### config.mk
export PLATFORM = sky130hd
export DESIGN_NAME = keyguard_wdt
export DESIGN_NICKNAME = d
export VERILOG_FILES = /design/src/rtl/kgw_pkg.sv /design/src/rtl/kgw_regs.sv /design/src/rtl/kgw_interval.sv /design/src/rtl/kgw_counter.sv /design/src/rtl/kgw_action.sv /design/src/rtl/keyguard_wdt.sv
export SDC_FILE = /design/constraint.sdc
export NUM_CORES = 1
export LEC_CHECK = 0
export BUFFER_PORTS_ARGS = -buffer_cell sky130_fd_sc_hd__buf_2
export CAP_MARGIN = 20
export CORE_ASPECT_RATIO = 1.4
export CORE_MARGIN = 2
export CORE_UTILIZATION = 30
export DETAILED_ROUTE_END_ITERATION = 10
export HOLD_SLACK_MARGIN = 0.08
export PLACE_DENSITY = 0.46
export SLEW_MARGIN = 20
export SYNTH_ARGS = -nofsm -noshare
export SYNTH_HDL_FRONTEND = slang
export SYNTH_HIERARCHICAL = 1
export SYNTH_SLANG_ARGS = --single-unit
### constraint.sdc
create_clock -name clk -period 3.95 [get_ports clk]
set_input_delay 0.79 -clock clk [delete_from_list [all_inputs] [get_ports clk]]
set_output_delay 0.79 -clock clk [all_outputs]
set_load 0.005 [all_outputs]
### src/rtl/kgw_pkg.sv
package kgw_pkg;

   localparam logic [11:0] RESTART_KEY = 12'hA57;
   localparam int          KEY_LSB     = 1;
   localparam int          KEY_W       = 12;
   localparam int          RESTART_BIT = 0;
   localparam int          EN_BIT      = 0;
   localparam int          RSTEN_BIT   = 1;
   localparam int          UNIT_W      = 6;
   localparam logic [1:0]  ACT_IRQ     = 2'd2;

   typedef enum logic [1:0] {
      SEL_CTRL = 2'd0,
      SEL_MODE = 2'd1,
      SEL_CFG  = 2'd2,
      SEL_NONE = 2'd3
   } reg_sel_e;

   typedef struct packed {
      logic       en;
      logic       rst_en;
      logic [3:0] code;
   } mode_t;

   // interval code to number of half-second units
   function automatic logic [UNIT_W-1:0] half_units(input logic [3:0] code);
      logic [UNIT_W-1:0] u;
      case (code)
         4'd0:    u = 6'd1;
         4'd1:    u = 6'd2;
         4'd2:    u = 6'd4;
         4'd3:    u = 6'd6;
         4'd4:    u = 6'd8;
         4'd5:    u = 6'd10;
         4'd6:    u = 6'd12;
         4'd7:    u = 6'd16;
         4'd8:    u = 6'd20;
         4'd9:    u = 6'd24;
         4'd10:   u = 6'd28;
         default: u = 6'd32;
      endcase
      return u;
   endfunction

endpackage

### src/rtl/kgw_regs.sv
module kgw_regs
   import kgw_pkg::*;
#(
   parameter int ADDR_W = 4,
   parameter int DATA_W = 32,
   parameter int LAYOUT = 0
) (
   input  logic              clk,
   input  logic              rst_n,
   input  logic              wr_en,
   input  logic [ADDR_W-1:0] addr,
   input  logic [DATA_W-1:0] wdata,
   output logic              restart_req,
   output logic              mode_wr,
   output mode_t             mode_new,
   output mode_t             mode_q,
   output logic              act_irq
);

   localparam int WORD_W = ADDR_W - 2;

   logic [WORD_W-1:0] word;
   reg_sel_e          sel;
   logic [3:0]        code_field;
   logic [1:0]        cfg_q;

   assign word = addr[ADDR_W-1:2];

   always_comb begin
      if      (word == WORD_W'(0)) sel = SEL_CTRL;
      else if (word == WORD_W'(1)) sel = SEL_MODE;
      else if (word == WORD_W'(2)) sel = SEL_CFG;
      else                         sel = SEL_NONE;
   end

   generate
      if (LAYOUT == 0) begin : g_code_lo
         assign code_field = wdata[6:3];
      end else begin : g_code_hi
         assign code_field = wdata[7:4];
      end
   endgenerate

   assign restart_req = wr_en && (sel == SEL_CTRL) && wdata[RESTART_BIT]
                        && (wdata[KEY_LSB +: KEY_W] == RESTART_KEY);
   assign mode_wr     = wr_en && (sel == SEL_MODE);

   assign mode_new.en     = wdata[EN_BIT];
   assign mode_new.rst_en = wdata[RSTEN_BIT];
   assign mode_new.code   = code_field;

   always_ff @(posedge clk or negedge rst_n) begin
      if (!rst_n) begin
         mode_q <= '0;
         cfg_q  <= '0;
      end else begin
         if (mode_wr)                     mode_q <= mode_new;
         if (wr_en && (sel == SEL_CFG))   cfg_q  <= wdata[1:0];
      end
   end

   assign act_irq = (cfg_q == ACT_IRQ);

   logic unused_bits;
   assign unused_bits = ^{addr[1:0], wdata[DATA_W-1:KEY_LSB+KEY_W]};

   // a restart request can only come from a write carrying the exact key
   a_r4_key_required: assert property (@(posedge clk) disable iff (!rst_n)
      restart_req |-> (wr_en && wdata[12:1] == 12'hA57 && wdata[0]));

   // a_r6: config writes never alter the stored mode
   a_r6_cfg_keeps_mode: assert property (@(posedge clk) disable iff (!rst_n)
      !mode_wr |=> $stable(mode_q));

endmodule

### src/rtl/kgw_interval.sv
module kgw_interval
   import kgw_pkg::*;
#(
   parameter int HALF_TICKS = 16384,
   parameter int CNT_W      = 20
) (
   input  logic [3:0]       code,
   output logic [CNT_W-1:0] load_val
);

   logic [UNIT_W-1:0] units;

   assign units    = half_units(code);
   assign load_val = CNT_W'(HALF_TICKS) * {{(CNT_W-UNIT_W){1'b0}}, units};

   // every code gives a nonzero whole multiple of the half-second count
   always_comb begin
      a_r3_nonzero_load: assert (load_val != '0);
   end

endmodule

### src/rtl/kgw_counter.sv
module kgw_counter #(
   parameter int CNT_W = 20
) (
   input  logic             clk,
   input  logic             rst_n,
   input  logic             tick,
   input  logic             load,
   input  logic             stop,
   input  logic [CNT_W-1:0] load_val,
   output logic             expire
);

   logic [CNT_W-1:0] cnt;

   always_ff @(posedge clk or negedge rst_n) begin
      if (!rst_n)                         cnt <= '0;
      else if (stop)                      cnt <= '0;
      else if (load)                      cnt <= load_val;
      else if (tick && cnt != '0)         cnt <= cnt - CNT_W'(1);
   end

   assign expire = tick && (cnt == CNT_W'(1)) && !load && !stop;

   a_r10_hold_without_tick: assert property (@(posedge clk) disable iff (!rst_n)
      (!tick && !load && !stop) |=> $stable(cnt));

   a_r9_rest_at_zero: assert property (@(posedge clk) disable iff (!rst_n)
      (cnt == '0 && !load) |=> (cnt == '0));

   a_r8_stop_clears: assert property (@(posedge clk) disable iff (!rst_n)
      stop |=> (cnt == '0));

   a_r9_expire_then_zero: assert property (@(posedge clk) disable iff (!rst_n)
      expire |=> (cnt == '0));

endmodule

### src/rtl/kgw_action.sv
module kgw_action (
   input  logic clk,
   input  logic rst_n,
   input  logic expire,
   input  logic act_irq,
   input  logic rst_en,
   input  logic clear,
   output logic rst_pulse,
   output logic irq
);

   always_ff @(posedge clk or negedge rst_n) begin
      if (!rst_n) begin
         rst_pulse <= 1'b0;
         irq       <= 1'b0;
      end else begin
         rst_pulse <= expire && !act_irq && rst_en;
         if (clear)                  irq <= 1'b0;
         else if (expire && act_irq) irq <= 1'b1;
      end
   end

   a_r6_single_pulse: assert property (@(posedge clk) disable iff (!rst_n)
      rst_pulse |=> !rst_pulse);

   a_r6_irq_sticky: assert property (@(posedge clk) disable iff (!rst_n)
      (irq && !clear) |=> irq);

   a_r7_pulse_needs_enable: assert property (@(posedge clk) disable iff (!rst_n)
      rst_pulse |-> $past(rst_en && expire));

   a_r6_irq_no_reset: assert property (@(posedge clk) disable iff (!rst_n)
      rst_pulse |-> $past(!act_irq));

endmodule

### src/rtl/keyguard_wdt.sv
module keyguard_wdt
   import kgw_pkg::*;
#(
   parameter int ADDR_W     = 4,
   parameter int DATA_W     = 32,
   parameter int HALF_TICKS = 16384,
   parameter int LAYOUT     = 0
) (
   input  logic              clk,
   input  logic              rst_n,
   input  logic              tick,
   input  logic              wr_en,
   input  logic [ADDR_W-1:0] addr,
   input  logic [DATA_W-1:0] wdata,
   output logic              rst_pulse,
   output logic              irq
);

   localparam int MAX_TICKS = HALF_TICKS * 32;
   localparam int CNT_W     = $clog2(MAX_TICKS + 1);

   if (HALF_TICKS < 1) begin : g_bad_half
      $error("HALF_TICKS must be at least 1");
   end
   if (ADDR_W < 4) begin : g_bad_addr
      $error("ADDR_W must cover three word registers");
   end
   if (DATA_W < KEY_LSB + KEY_W + 1) begin : g_bad_data
      $error("DATA_W too narrow for the key field");
   end
   if (LAYOUT != 0 && LAYOUT != 1) begin : g_bad_layout
      $error("LAYOUT must be 0 or 1");
   end
   if (CNT_W < UNIT_W) begin : g_bad_cnt
      $error("counter width below unit width");
   end

   logic             restart_req;
   logic             mode_wr;
   mode_t            mode_new;
   mode_t            mode_q;
   logic             act_irq;
   logic [3:0]       code_sel;
   logic [CNT_W-1:0] load_val;
   logic             load;
   logic             stop;
   logic             expire;

   kgw_regs #(
      .ADDR_W (ADDR_W),
      .DATA_W (DATA_W),
      .LAYOUT (LAYOUT)
   ) u_regs (
      .clk         (clk),
      .rst_n       (rst_n),
      .wr_en       (wr_en),
      .addr        (addr),
      .wdata       (wdata),
      .restart_req (restart_req),
      .mode_wr     (mode_wr),
      .mode_new    (mode_new),
      .mode_q      (mode_q),
      .act_irq     (act_irq)
   );

   // a new mode write selects its own code, a restart reuses the stored one
   assign code_sel = mode_wr ? mode_new.code : mode_q.code;

   kgw_interval #(
      .HALF_TICKS (HALF_TICKS),
      .CNT_W      (CNT_W)
   ) u_interval (
      .code     (code_sel),
      .load_val (load_val)
   );

   assign stop = mode_wr && !mode_new.en;
   assign load = (mode_wr && mode_new.en) || (restart_req && mode_q.en);

   kgw_counter #(
      .CNT_W (CNT_W)
   ) u_counter (
      .clk      (clk),
      .rst_n    (rst_n),
      .tick     (tick),
      .load     (load),
      .stop     (stop),
      .load_val (load_val),
      .expire   (expire)
   );

   kgw_action u_action (
      .clk       (clk),
      .rst_n     (rst_n),
      .expire    (expire),
      .act_irq   (act_irq),
      .rst_en    (mode_q.rst_en),
      .clear     (stop),
      .rst_pulse (rst_pulse),
      .irq       (irq)
   );

   a_r11_reload_beats_expiry: assert property (@(posedge clk) disable iff (!rst_n)
      load |=> !rst_pulse);

   a_r8_disable_clears_irq: assert property (@(posedge clk) disable iff (!rst_n)
      stop |=> !irq);

   a_r5_bad_write_no_reload: assert property (@(posedge clk) disable iff (!rst_n)
      (wr_en && addr[ADDR_W-1:2] == '0 && !restart_req) |-> !load);

endmodule

Word-level counts from Yosys, hierarchy flattened:

Memories as Yosys holds them, arrays and structs flattened.
Cells that the tools add are included.

* add/sub/neg operators: 1
* muxes and demuxes: 9
* reduce and logical (&&, ||, !) cells: 25
* equality and inequality tests: 7

Operator list (number)
* 2-to-1 mux 20 bit: 3
* == test 20 x 1 -> 1 bit, second input constant: 1
* nonzero test 20 bit: 1
* subtractor 20 x 1 -> 20 bit, second input constant: 1
* logical AND 1 bit: 15
* == test 12 bit, second input constant: 1
* == test 2 bit, second input constant: 3
* == test 2 x 1 -> 1 bit, second input constant: 2
* zero test 1 bit: 4
* zero test 2 bit: 2
* 2-to-1 mux 2 bit: 2
* 2-to-1 mux 4 bit: 1
* 2-to-1 mux 1 bit: 3
* nonzero test 3 bit: 1
* nonzero test 2 bit: 1
* logical OR 1 bit: 1

* bits in read-only memories: 96
* flip-flop bits (word level): 30
* memories kept: 1
* word-level logic and storage cells: 50
* output and inout bits: 2
* input bits: 40

Memories
* (name not given): depth 16, width 6, rd ports 1, clocked after Yosys merged registers in 0, write ports 0, line kgw_pkg.sv:28 `case (code)`

Longest topological paths before layout:

Gate-level depths: netlist of the first run.

* depth in word-level cells: 16
* gate-level depth with buffers: 10
* depth with buffers taken out: 10

Modules after synthesis:

The synthesis of the first run kept the hierarchy.

By module, submodules not included
* kgw_counter: instances 1, seq. area each 500.5 um^2, cells an instance 154, area an instance 1421.4 um^2
* kgw_regs: instances 1, seq. area each 200.2 um^2, cells an instance 31, area an instance 411.6 um^2
* kgw_interval: instances 1, seq. area each 0.0 um^2, cells an instance 34, area an instance 259.0 um^2
* kgw_action: instances 1, seq. area each 50.0 um^2, cells an instance 6, area an instance 66.3 um^2
* keyguard_wdt: instances 1, seq. area each 0.0 um^2, cells an instance 6, area an instance 60.1 um^2

Least setup slack after synthesis of the first run:

Ideal clock, no wire load.

* path kind: input to register
* start: input addr[2]
* end: register u_counter.cnt[7]
* data required time: 3.807 ns
* library setup time: 0.143 ns
* setup slack: 1.198 ns
* path buffers: 2
* data arrival time: 2.609 ns
* cell stages on the path: 8
* cells stage by stage: or4b_1 nor4_2 a22o_1 clkbuf_1 clkinv_1 clkbuf_1 o21bai_1 a31oi_1

* longest elaborated chain between the ends: 12

RTL lines
* from (decl): line keyguard_wdt.sv:13 `input logic [ADDR_W-1:0] addr,`
* == test 2 bit: line kgw_regs.sv:32 `else if (word == WORD_W'(2)) sel = SEL_CFG;`
* 2-to-1 mux 1 bit: line kgw_regs.sv:32
* 2-to-1 mux 2 bit: line kgw_regs.sv:31 `else if (word == WORD_W'(1)) sel = SEL_MODE;`
* 2-to-1 mux 2 bit *: line kgw_regs.sv:30 `if (word == WORD_W'(0)) sel = SEL_CTRL;`
* zero test 2 bit *: line kgw_regs.sv:44 `assign restart_req = wr_en && (sel == SEL_CTRL) && wdata[RESTART_BIT]`
* logical AND 1 bit * (2 in a row): line kgw_regs.sv:44
* logical AND 1 bit *: line kgw_regs.sv:45 `&& (wdata[KEY_LSB +: KEY_W] == RESTART_KEY);`
* named net restart_req: line keyguard_wdt.sv:38 `logic restart_req;`
* logical AND 1 bit *: line keyguard_wdt.sv:78 `assign load = (mode_wr && mode_new.en) || (restart_req && mode_q.en);`
* logical OR 1 bit *: line keyguard_wdt.sv:78
* named net load: line keyguard_wdt.sv:45 `logic load;`
* 2-to-1 mux 20 bit: line kgw_counter.sv:18 `else if (load) cnt <= load_val;`
* 2-to-1 mux 20 bit: line kgw_counter.sv:17 `else if (stop) cnt <= '0;`
* to (signal assigned): line kgw_counter.sv:18
* to (signal assigned): line kgw_counter.sv:19 `else if (tick && cnt != '0) cnt <= cnt - CNT_W'(1);`
* to (decl): line kgw_counter.sv:13 `logic [CNT_W-1:0] cnt;`

Mark *: on every way through the listed nets, which the timed path passes. The rest lies on a longest branch.
A chain may end at the register's enable or synchronous reset.

Worst setup path in the final report of the first run:

* start: input addr[3]
* end: register u_counter.cnt[18]

RTL lines
* == test 2 bit: line kgw_regs.sv:32
* 2-to-1 mux 1 bit: line kgw_regs.sv:32
* 2-to-1 mux 2 bit: line kgw_regs.sv:31
* 2-to-1 mux 2 bit *: line kgw_regs.sv:30
* == test 2 x 1 -> 1 bit *: line kgw_regs.sv:46 `assign mode_wr = wr_en && (sel == SEL_MODE);`
* logical AND 1 bit *: line kgw_regs.sv:46
* named net mode_wr: line keyguard_wdt.sv:39 `logic mode_wr;`
* 2-to-1 mux 4 bit *: line keyguard_wdt.sv:67 `assign code_sel = mode_wr ? mode_new.code : mode_q.code;`
* named net code_sel[2]: line keyguard_wdt.sv:43 `logic [3:0] code_sel;`
* memory read (16 x 6 bit) *
* named net load_val[18]: line keyguard_wdt.sv:44 `logic [CNT_W-1:0] load_val;`
* 2-to-1 mux 20 bit *: line kgw_counter.sv:18
* 2-to-1 mux 20 bit *: line kgw_counter.sv:17

Marks and branches as above.

==> results of run 1 <==
-- worst reg2reg max path: cells and delay by family (launching register included) --
family	cells	cell delay, ns
AO/OA/AOI/OAI	2	0.44
XOR/XNOR	1	0.16
flip-flops	1	0.44
AND/OR/NAND/NOR	2	1.25
-- flip-flops by register name, indices dropped and copies added, names as in the netlist --
name                cells
u_counter/cnt          20
u_regs/mode_q           6
u_regs/cfg_q            2
u_action/irq            1
u_action/rst_pulse      1
-- through the flow --
| step | hold WS (ns) | worst slack [ns] | std cells | cell area, µm² | total power, mW |
|---|---|---|---|---|---|
| finish | 0.502 | 1.33 | 343 | 2460 | 1.31 |
| global route | 0.513 | 1.11 | 343 | 2460 | 1.41 |
| CTS | 0.507 | 1.30 | 343 | 2460 | 1.33 |
| detailed placement | 0.491 | 0.991 | 335 | 2320 | 0.921 |
| global placement | 0.484 | 0.974 | 335 | 2320 | 0.916 |
| floorplan | 0.467 | 1.20 | 243 | 2260 | 0.840 |
-- power breakdown --
part | internal [mW] | total, mW | switching (mW)
clock | 0.269 | 0.398 | 0.129
combinational | 0.200 | 0.406 | 0.206
sequential | 0.395 | 0.503 | 0.109
total | 0.864 | 1.31 | 0.444
-- routing by layer --
metal | global-route usage, % | up-vias | wire [µm]
li1 | - | 825 | -
met1 | 13.2 | 729 | 1770
met2 | 23.5 | 23 | 2470
met3 | 1.63 | 7 | 107
met4 | 5.06 | 0 | 83
met5 | 0 | - | 0
-- path summary, 6_finish.rpt --
path / endpoint / slack, ns / cells after the start
setup / recovery: u_counter/cnt[18] / 1.33 / 10
hold / removal: u_regs/mode_q[0] / 0.50 / 1
setup reg to reg: u_counter/cnt[3] / 1.57 / 5
hold reg to reg: u_regs/mode_q[0] / 0.50 / 1
max in group asynchronous: u_counter/cnt[15] / 2.95 / 1
min in group asynchronous: u_action/irq / 0.55 / 1
-- layout make-up --
| type | count | area, µm² |
|---|---|---|
| fillers | 777 | 4810 |
| multi-input cells | 176 | 1290 |
| flip-flops and latches | 30 | 751 |
| repair buffers | 23 | 123 |
| well taps | 97 | 121 |
| clock buffers | 6 | 82.6 |
| clock inverters | 2 | 60.1 |
| inverters | 9 | 33.8 |
==> results.py, run 1 <==
metrics = {
    "clock_tree": {
        "ctsHoldBuffers": 0,
        "clk_pin_slew_ns": 0.07,
        "cts.sinks": 30,
        "clock_path_buffers": 2,
        "cts.repair.resized": 0,
        "htree_levels": 2,
        "clock_latency_ns": 0.29,
        "cts_setup_buffers": 0,
        "cts_tree": "done",
        "cts_buffers": 5,
        "clockRootBuffer": "clkbuf_8",
    },
    "setup_path": {
        "cpPeakStageDelay_ns": 0.44,
        "path_cells": "buf_2 > nand3b_1 > inv_1 > mux2_2 > or2b_1 > o22ai_1 > nand2_1 > o22ai_1 > o31ai_1 > nand3_1",
        "crit_fanout": 7,
        "cpMostUsedCell": "o22ai_1",
        "arrival_ns": 2.84,
        "cpMaxStageDelayCell": "mux2_2",
        "critPathBufInv": 2,
        "startpoint_type": "input pin",
        "cpLargestDelayFamily": "simple AND/OR/NAND/NOR gates",
        "endpoint_kind": "flip-flop",
        "crit_start": "addr[3]",
        "worstPathRequired_ns": 4.18,
        "path_class": "in -> reg",
        "r2r-start": "u_counter/cnt[10]",
    },
    "detailed_routing": {
        "drc": 0,
        "routedWlPerCell_um": 12.9,
        "vias": 1584,
        "drt_pass1_iterations": 4,
        "drtAntennaViolNets": 0,
        "via_per_inst": 4.62,
        "dr.first_iter.drc_count": 35,
        "wirelength_um": 4440,
    },
    "timing": {
        "timing.final.crit_share_pct": 66.3,
        "fin_crit_ns": 2.62,
        "finClkSkew_ns": 0.00456,
        "final-setup-viol-count": 0,
        "fmaxAchievable_mhz": 382,
        "worst_pin_slew_ns": 0.708,
        "setup_tns_ns": 0,
        "rsz0062_at_grt": "no",
        "slew_headroom_pct": 52.8,
        "slew_violations": 0,
        "hold_violations": 0,
    },
    "min_path": {
        "worstHoldStart": "u_regs/mode_q[0]",
        "hold_path_class": "reg -> reg",
    },
    "placed_design": {
        "dp_hpwl_um": 3340,
        "port_buffers": 20,
        "gp_congestion": 0.781,
    },
    "synthesis": {
        "syn_inst": 230,
        "yosys_warnings": 6,
        "synth_area_mm2": 0.00221,
        "synth_area_per_cell_um2": 9.61,
    },
    "floorplan": {
        "core_mm2": 0.00727,
        "ioPinCount": 42,
        "fp.dieArea_mm2": 0.00808,
        "initial_core_util_pct": 30.4,
        "fp-row-count": 37,
        "die_w_um": 76.6,
        "fp.dieH_um": 106,
    },
    "grt": {
        "grt_pass1_vias": 1655,
        "grt.total_usage_pct": 12.2,
        "grt_max_degree": 31,
        "overflow": 0,
        "grt_pass1_wl_um": 7780,
        "antenna_found_initial": 0,
    },
    "power": {
        "p_per_area_mw_per_mm2": 531,
        "vdd.ir_drop.worst_v": 0.000167,
        "power.leakage_nw": 0.981,
    },
    "run": {
        "drv_cap": 0,
    },
    "finish": {
        "nNetsFinal": 293,
        "syn_to_final_growth_pct": 11.3,
        "n_antenna_cell": 0,
        "final_common_cell": "dfrtp_1",
        "fin_util_pct": 33.9,
        "drive_gt1_share_pct": 24.4,
        "final_cell_mix": "dfrtp_1, nor2_1, buf_2, conb_1, xnor2_1",
    },
    "status": {
        "status": "finished clean",
    },
}
Power figures use the tool's default switching activity.
==> run 2, diff against run 1 <==
clock period = 2.7 ns   (was 3.95 ns; I/O delays follow)
==> results.py, run 2 (synthesis results as in run 1) <==
metrics = {
    "status": {
        "status": "finished clean",
    },
    "grt": {
        "grt_pass1_vias": 1676,
        "grt.total_usage_pct": 12.2,
        "antenna_found_initial": 0,
        "grt_pass1_wl_um": 7770,
        "grt_max_degree": 31,
        "overflow": 0,
    },
    "finish": {
        "drive_gt1_share_pct": 25.3,
        "regMostFlops": "u_counter/cnt",
        "syn_to_final_growth_pct": 10.9,
        "final_common_cell": "dfrtp_1",
        "largest_reg_flops": 20,
        "reg_top3": "u_counter/cnt (20), u_regs/mode_q (6), u_regs/cfg_q (2)",
        "multi_input_area_mm2": 0.00129,
        "final_cell_mix": "dfrtp_1, nor2_1, buf_2, conb_1, xnor2_1",
        "nNetsFinal": 296,
        "nFillCells": 764,
        "final_area_mm2": 0.00245,
        "n_antenna_cell": 0,
        "final-seq-area_um2": 751,
    },
    "setup_path": {
        "rrSetupSlack_ns": 0.49,
        "crit_start": "u_counter/cnt[10]",
        "startpoint_type": "flip-flop",
        "path_class": "reg -> reg",
        "crit_fanout": 7,
        "endpoint_kind": "flip-flop",
        "arrival_ns": 2.40,
        "worstRegToRegCells": 5,
        "worstSetupEndpoint": "u_counter/cnt[13]",
        "worstPathRequired_ns": 2.88,
        "r2r-start": "u_counter/cnt[10]",
        "timing.rr.end": "u_counter/cnt[13]",
    },
    "placed_design": {
        "postPlaceCellArea_mm2": 0.00234,
        "gp_congestion": 0.727,
        "port_buffers": 20,
        "dp_hpwl_um": 3400,
    },
    "clock_tree": {
        "clockRootBuffer": "clkbuf_8",
        "htree_levels": 2,
        "clock_latency_ns": 0.28,
        "cts.sinks": 30,
        "cts.repair.resized": 0,
        "clock_path_buffers": 2,
        "ctsHoldBuffers": 0,
        "cts_buffers": 5,
        "cts_tree": "done",
        "clk_pin_slew_ns": 0.07,
        "cts_setup_buffers": 0,
    },
    "floorplan": {
        "fp.dieArea_mm2": 0.00808,
        "initial_core_util_pct": 30.4,
        "fp.dieH_um": 106,
        "core_mm2": 0.00727,
        "ioPinCount": 42,
        "fp-row-count": 37,
        "die_w_um": 76.6,
    },
    "power": {
        "power_frac_comb_pct": 33.9,
        "p_int_mw": 1.13,
        "power_frac_seq_pct": 41.6,
        "p_per_area_mw_per_mm2": 722,
        "swShare_pct": 36.2,
        "power.leakage_nw": 0.982,
        "vdd.ir_drop.worst_v": 0.000286,
        "clock_power_share_pct": 24.5,
        "power.switching_mw": 0.641,
    },
    "timing": {
        "setup_tns_ns": 0,
        "slew_violations": 0,
        "worst_pin_slew_ns": 0.702,
        "final-setup-viol-count": 0,
        "slew_headroom_pct": 53.2,
        "rsz0062_at_grt": "no",
        "timing.final.crit_share_pct": 81.9,
        "fin_worst_hold_slack_ns": 0.298,
        "fin_crit_ns": 2.21,
        "fmaxAchievable_mhz": 452,
        "hold_violations": 0,
        "finClkSkew_ns": 0.00502,
    },
    "detailed_routing": {
        "via_per_inst": 4.71,
        "routedWlPerCell_um": 12.9,
        "drc": 0,
        "drtAntennaViolNets": 0,
        "drt_pass1_iterations": 4,
        "dr.first_iter.drc_count": 42,
        "vias": 1631,
        "wirelength_um": 4460,
    },
    "run": {
        "drv_cap": 0,
    },
    "min_path": {
        "hold_path_class": "in -> async",
    },
}
## run 2: cell type report
type	instances	area share [%]
flip-flops and latches	30	30.6
repair buffers	26	5.92
inverters	9	1.38
well taps	97	4.95
clock buffers	8	4.49
multi-input cells	176	52.6
## run 2: per-layer routing
metal | track usage [%] | share of wire [%]
met1 | 12.5 | 40
met2 | 24.3 | 55
met3 | 1.80 | 2.3
met4 | 4.68 | 1.8
met5 | 0 | 0
## run 2: power groups by stage
| stage | Sequential [mW] | Combinational (mW) | Clock (mW) |
|---|---|---|---|
| final | 0.737 | 0.600 | 0.433 |
| after floorplan | 0.713 | 0.515 | 0 |
| after global placement | 0.745 | 0.597 | 0 |
| after detailed placement | 0.746 | 0.607 | 0 |
| after global routing | 0.759 | 0.686 | 0.474 |
| after CTS | 0.738 | 0.612 | 0.455 |
## run 2: critical path, cell delays in order (launching register included)
cell      delay [ns]
dfrtp_1         0.45
or4_4           0.60
nor4_1          0.55
nor3_1          0.12
xnor2_1         0.15
a211oi_1        0.25
## run 2: worst min-delay path by stage
stage,slack (ns),startpoint,to
finish,0.30,rst_n,u_action/irq
global route,0.37,rst_n,u_counter/cnt[3]
CTS,0.32,rst_n,u_counter/cnt[3]
detailed placement,0.49,u_regs/cfg_q[1],u_regs/cfg_q[1]
global placement,0.48,u_regs/mode_q[3],u_regs/mode_q[3]
floorplan,0.24,rst_n,u_action/irq
## run 2: metrics by stage
| stage | setup WS (ns) | total power [mW] | cells | util, % |
|---|---|---|---|---|
| global placement | 0.297 | 1.34 | 338 | 32.2 |
| CTS | 0.479 | 1.81 | 346 | 33.7 |
| finish | 0.488 | 1.77 | 346 | 33.7 |
| detailed placement | 0.299 | 1.35 | 338 | 32.2 |
| floorplan | 0.198 | 1.23 | 243 | - |
| global route | 0.250 | 1.92 | 346 | 33.7 |
